===== src/rtl/mmu_chk_pkg.sv =====
package mmu_chk_pkg;
  typedef enum logic [1:0] {
    ACC_LOAD  = 2'd0,
    ACC_STORE = 2'd1,
    ACC_FETCH = 2'd2
  } acc_kind_e;

  localparam logic [2:0] FT_NONE = 3'd0;
  localparam logic [2:0] FT_PROT = 3'd2;
  localparam logic [2:0] FT_PRIV = 3'd3;

  localparam int STS_W = 8;

  typedef struct packed {
    logic r;
    logic w;
    logic x;
  } rights_t;
endpackage


===== src/rtl/mmu_perm_decode.sv =====
module mmu_perm_decode
  import mmu_chk_pkg::*;
(
  input  logic [1:0] kind_i,
  input  logic       super_i,
  input  logic [2:0] code_i,
  input  logic       modified_i,
  input  logic       nofault_i,
  output logic [2:0] idx_o,
  output logic [2:0] ft_o,
  output rights_t    grant_o
);
  rights_t raw;
  logic    needed_ok;
  logic [2:0] raw_ft;

  always_comb begin
    case (code_i)
      3'd0:    raw = '{r: 1'b1, w: 1'b0, x: 1'b0};
      3'd1:    raw = '{r: 1'b1, w: 1'b1, x: 1'b0};
      3'd2:    raw = '{r: 1'b1, w: 1'b0, x: 1'b1};
      3'd3:    raw = '{r: 1'b1, w: 1'b1, x: 1'b1};
      3'd4:    raw = '{r: 1'b0, w: 1'b0, x: 1'b1};
      3'd5:    raw = super_i ? '{r: 1'b1, w: 1'b1, x: 1'b0} : '{r: 1'b1, w: 1'b0, x: 1'b0};
      3'd6:    raw = super_i ? '{r: 1'b1, w: 1'b0, x: 1'b1} : '{r: 1'b0, w: 1'b0, x: 1'b0};
      default: raw = super_i ? '{r: 1'b1, w: 1'b1, x: 1'b1} : '{r: 1'b0, w: 1'b0, x: 1'b0};
    endcase
  end

  always_comb begin
    case (kind_i)
      ACC_STORE: needed_ok = raw.w;
      ACC_FETCH: needed_ok = raw.x;
      default:   needed_ok = raw.r;
    endcase
  end

  assign raw_ft = (!super_i && code_i[2:1] == 2'b11) ? FT_PRIV :
                  (!needed_ok)                       ? FT_PROT : FT_NONE;

  assign ft_o  = (nofault_i && !super_i) ? FT_NONE : raw_ft;
  assign idx_o = {kind_i == ACC_STORE, kind_i == ACC_FETCH, super_i};

  assign grant_o = '{r: raw.r, w: raw.w & modified_i, x: raw.x};
endmodule


===== src/rtl/mmu_fault_regs.sv =====
module mmu_fault_regs
  import mmu_chk_pkg::*;
#(
  parameter int ADDR_W    = 32,
  parameter int PAGE_BITS = 12
) (
  input  logic              clk,
  input  logic              rst_n,
  input  logic              fault_i,
  input  logic [2:0]        idx_i,
  input  logic [2:0]        ft_i,
  input  logic              fetch_i,
  input  logic [ADDR_W-1:0] addr_i,
  input  logic              sts_rd_i,
  output logic [STS_W-1:0]  sts_o,
  output logic [ADDR_W-1:0] far_o,
  output logic              trap_o,
  output logic              trap_fetch_o
);
  localparam int PN_W = ADDR_W - PAGE_BITS;

  logic [STS_W-1:0] base;
  logic [STS_W-1:0] merged;

  assign base   = (sts_o != '0) ? STS_W'(1) : '0;
  assign merged = base | {idx_i, ft_i, 1'b1, 1'b0};

  always_ff @(posedge clk) begin
    if (!rst_n) begin
      sts_o        <= '0;
      far_o        <= '0;
      trap_o       <= 1'b0;
      trap_fetch_o <= 1'b0;
    end else begin
      trap_o       <= fault_i;
      trap_fetch_o <= fault_i & fetch_i;
      if (fault_i) begin
        sts_o <= merged;
        far_o <= {addr_i[ADDR_W-1:PAGE_BITS], {PAGE_BITS{1'b0}}};
      end else if (sts_rd_i) begin
        sts_o <= '0;
      end
    end
  end

  logic [PN_W-1:0] unused_pn;
  assign unused_pn = far_o[ADDR_W-1:PAGE_BITS];
endmodule


===== src/rtl/mmu_access_check.sv =====
module mmu_access_check
  import mmu_chk_pkg::*;
#(
  parameter int ADDR_W    = 32,
  parameter int PAGE_BITS = 12
) (
  input  logic              clk,
  input  logic              rst_n,
  input  logic              chk_valid_i,
  input  logic [1:0]        acc_kind_i,
  input  logic              supervisor_i,
  input  logic [2:0]        perm_code_i,
  input  logic              modified_i,
  input  logic              nofault_en_i,
  input  logic [ADDR_W-1:0] vaddr_i,
  input  logic              sts_rd_i,
  output logic [2:0]        fault_type_o,
  output logic              grant_r_o,
  output logic              grant_w_o,
  output logic              grant_x_o,
  output logic              trap_o,
  output logic              trap_fetch_o,
  output logic [7:0]        status_o,
  output logic [ADDR_W-1:0] fault_addr_o
);
  logic [2:0] idx;
  rights_t    grant;
  logic       fault_evt;

  mmu_perm_decode u_dec (
    .kind_i     (acc_kind_i),
    .super_i    (supervisor_i),
    .code_i     (perm_code_i),
    .modified_i (modified_i),
    .nofault_i  (nofault_en_i),
    .idx_o      (idx),
    .ft_o       (fault_type_o),
    .grant_o    (grant)
  );

  assign grant_r_o = grant.r;
  assign grant_w_o = grant.w;
  assign grant_x_o = grant.x;
  assign fault_evt = chk_valid_i && (fault_type_o != FT_NONE);

  mmu_fault_regs #(.ADDR_W(ADDR_W), .PAGE_BITS(PAGE_BITS)) u_regs (
    .clk          (clk),
    .rst_n        (rst_n),
    .fault_i      (fault_evt),
    .idx_i        (idx),
    .ft_i         (fault_type_o),
    .fetch_i      (acc_kind_i == ACC_FETCH),
    .addr_i       (vaddr_i),
    .sts_rd_i     (sts_rd_i),
    .sts_o        (status_o),
    .far_o        (fault_addr_o),
    .trap_o       (trap_o),
    .trap_fetch_o (trap_fetch_o)
  );
endmodule


===== config.mk =====
export PLATFORM = sky130hd
export DESIGN_NAME = mmu_access_check
export DESIGN_NICKNAME = d
export VERILOG_FILES = /design/src/rtl/mmu_chk_pkg.sv /design/src/rtl/mmu_perm_decode.sv /design/src/rtl/mmu_fault_regs.sv /design/src/rtl/mmu_access_check.sv
export SDC_FILE = /design/constraint.sdc
export NUM_CORES = 1
export LEC_CHECK = 0
export CORE_AREA = 2 2 85 55
export DETAILED_ROUTE_END_ITERATION = 6
export DIE_AREA = 0 0 87 57
export MAX_ROUTING_LAYER = met4
export PLACE_DENSITY = 0.84
export SYNTH_ARGS = -nofsm -noshare
export SYNTH_HDL_FRONTEND = slang
export SYNTH_SLANG_ARGS = --single-unit

===== constraint.sdc =====
create_clock -name clk -period 2 [get_ports clk]
set_input_delay 0.3 -clock clk [delete_from_list [all_inputs] [get_ports clk]]
set_output_delay 0.3 -clock clk [all_outputs]
set_load 0.02 [all_outputs]

==> results.json <==
{
  "synth-seq-cells": 29,
  "synthCells": 161,
  "clkPwrFrac_pct": 33.1,
  "r2r_start": "u_regs.sts_o[1]",
  "io_buffers": 65,
  "path_max_fanout": 4,
  "synth_area_per_cell_um2": 8.77,
  "layout-drive-gt1-share_pct": 13.6,
  "num_vias": 1300,
  "grt_pass1_wl_um": 5740,
  "cp.arrival_ns": 1.63,
  "fin_setup_tns_ns": 0,
  "critPathLaunch": "perm_code_i[2]",
  "design.die.area_um2": 4960,
  "power_frac_seq_pct": 39.7,
  "pre_cts_slack_ns": -0.797,
  "gp_congestion": 0.781,
  "cts.sinks": 29,
  "maxCapViolations": 0,
  "die_y_um": 57,
  "r2r_slack_ns": 0.98,
  "swShare_pct": 27.3,
  "p_per_area_nw_per_um2": 679,
  "h-tree-depth": 2,
  "grt_max_degree": 32,
  "clock_skew_ns": 0.00216,
  "rr_endpoint": "u_regs.sts_o[0]",
  "synth_seq_area_share_pct": 41.1,
  "maxSlewHeadroom_pct": 65.8,
  "leakagePower_nw": 1.12,
  "r2r_cells": 4,
  "report.power.total_mw": 1.59,
  "postLayoutSetupSlackWorst_ns": 0.0679,
  "start_util_pct": 33.2,
  "final_nets": 287,
  "synth_compound_area_share_pct": 7.54,
  "synthDistinctLibCells": 28,
  "ant_nets": 0,
  "yosys.area_share.simple_pct": 20.2,
  "slew_violations": 0,
  "cts-buffers-inserted": 5,
  "synth_area_um2": 1410,
  "synthAdderAreaFrac_pct": 1.77,
  "antenna_found_initial": 0,
  "rsz0062_at_grt": "false",
  "via_per_inst": 4.42,
  "grt_pass1_vias": 1228,
  "cts_buffer_depth": 2,
  "switchingPower_mw": 0.434,
  "gr-total-overflow": 0,
  "synth_mux_area_share_pct": 16.3,
  "fp.coreArea_um2": 4260,
  "comb_power_share_pct": 27.2,
  "cp-start-kind": "input pin",
  "dp_hpwl_um": 2620,
  "num_antenna_cells": 0,
  "cts_hold_buf": 0,
  "end_kind": "primary output",
  "dr.first_iter.drc_count": 32,
  "min-delay-path-class": "reg2reg",
  "root_buffer": "clkbuf_8",
  "yosys_warnings": 0,
  "area_delta_synth_final_pct": 66.0,
  "irDropWorstVdd_v": 0.000400,
  "worstMarginPinSlew_ns": 0.513,
  "hold_slack_ns": 0.455,
  "clk_latency_ns": 0.28,
  "hold_violations": 0,
  "drc": 0,
  "timing.fmax_mhz": 518,
  "grtUsageTotal_pct": 15.7,
  "outcome": "completed",
  "fin_crit_sh_pct": 96.6,
  "chipWidth_um": 87,
  "cp_data_required_time_ns": 1.70,
  "cts_tree": "yes",
  "routed_wl_um": 3600,
  "worstSetupEndpoint": "fault_type_o[1]",
  "clk_pin_slew_ns": 0.06,
  "synth_top_family_by_area": "simple AND/OR/NAND/NOR gates",
  "rows": 19,
  "synth_xor_area_share_pct": 0,
  "fin_crit_ns": 1.93,
  "wl_per_cell_um": 12.2,
  "crit_type": "in2out",
  "first_pass_iters": 4,
  "power.internal_mw": 1.16,
  "setup_viol": 0,
  "ioPinCount": 92
}
-- state kept, by name, indices dropped and copies added (netlist names) --
name                 count
u_regs.trap_fetch_o      1
u_regs.trap_o            1
u_regs.far_o            20
u_regs.sts_o             7
-- power groups by stage --
stage	combinational (mW)	sequential (mW)	clock (mW)
floorplan	0.179	0.686	0
global placement	0.387	0.643	0
detailed placement	0.392	0.644	0
CTS	0.432	0.632	0.547
global route	0.463	0.636	0.577
finish	0.433	0.632	0.526
-- how the worst min path moves through the flow --
| stage | startpoint | endpoint | slack (ns) | depth (start not counted) |
|---|---|---|---|---|
| global route | u_regs.far_o[28] | u_regs.far_o[28] | 0.48 | 2 |
| detailed placement | u_regs.far_o[12] | u_regs.far_o[12] | 0.45 | 2 |
| global placement | u_regs.far_o[25] | u_regs.far_o[25] | 0.44 | 2 |
| finish | u_regs.far_o[12] | u_regs.far_o[12] | 0.45 | 2 |
| CTS | u_regs.far_o[12] | u_regs.far_o[12] | 0.46 | 2 |
| floorplan | vaddr_i[12] | u_regs.far_o[12] | 0.44 | 2 |
-- cells in the mapped netlist --
cell type  number  share of area (%)
nand2b_1        3                1.3
nor2_1          3               0.80
o22ai_1         1               0.44
nand2_1        48                 13
and4bb_1        1               0.89
clkbuf_1        6                1.6
buf_6           3                2.4
buf_4          14                7.4
a21oi_1         3                1.1
a22o_1          1               0.62
a211oi_1        1               0.53
dfxtp_1        29                 41
and3_1          2               0.89
or2_1           1               0.44
mux2i_1        23                 16
nor4_1          2               0.89
nor3_1          1               0.35
a41o_1          1               0.71
conb_1          1               0.27
a21o_1          1               0.53
nand3_1         4                1.4
ha_1            2                1.8
a2111oi_4       1                2.0
o21ai_0         1               0.35
o21ai_2         1               0.62
a21bo_2         1               0.71
inv_1           5                1.3
nor2b_1         1               0.44
-- layer usage --
| layer | vias to the layer above | routed length (um) | global-route usage (%) |
|---|---|---|---|
| li1 | 661 | - | - |
| met1 | 603 | 1740 | 19.7 |
| met2 | 33 | 1640 | 23.0 |
| met3 | 3 | 192 | 5.64 |
| met4 | 0 | 23 | 6.03 |
| met5 | - | 0 | - |
-- repair_timing --
| action | 4_1_cts | 5_1_grt |
|---|---|---|
| cloned | 2 | 0 |
| pin swaps | 5 | 3 |
| buffers inserted | 2 | 0 |
| endpoints found under the setup margin | 33 | 7 |
| gates resized for setup | 15 | 5 |
-- metrics by stage --
step                instance area [um2]  instances  utilization, %
finish                             2340        294            55.0
detailed placement                 2130        282            50.2
global placement                   2130        282            50.2
CTS                                2330        294            54.8
floorplan                          1460        174               -
global route                       2340        294            55.0
-- cell usage in the layout (no fill, tap or decap), drive strengths merged, types with 2 or more instances in the layout --
cell type / instances
nand2: 48
clkdlybuf4s15: 2
o21ai: 2
ha: 2
inv: 5
nor2: 3
clkbuf: 7
conb: 14
dlygate4sd2: 5
nor4: 2
nand2b: 3
clkdlybuf4s50: 55
nand3: 4
and3: 2
dfxtp: 29
a21oi: 3
mux2i: 23
buf: 19
-- logic make-up (layout without fill, tap and decap cells) --
kind of cell	after synthesis	in the layout
compound gates	12	12
mux	23	23
buf+inv	28	96
other cells	1	14
fa+ha+maj	2	2
simple gates	66	66
flops	29	29
-- worst max-delay path, cell delays in order --
cell	delay [ns]
clkdlybuf4s50_1	0.52
nand2b_1	0.13
a2111oi_4	0.39
or2_1	0.17
buf_6	0.12
-- layout make-up --
cell class,count,area (um2)
clock buffers,7,96.3
clock inverters,1,5.00
fillers,391,1910
inverters,5,18.8
multi-input cells,117,712
flip-flops and latches,29,581
well taps,52,65.1
repair buffers,83,865
Power figures use the tool's default switching activity.
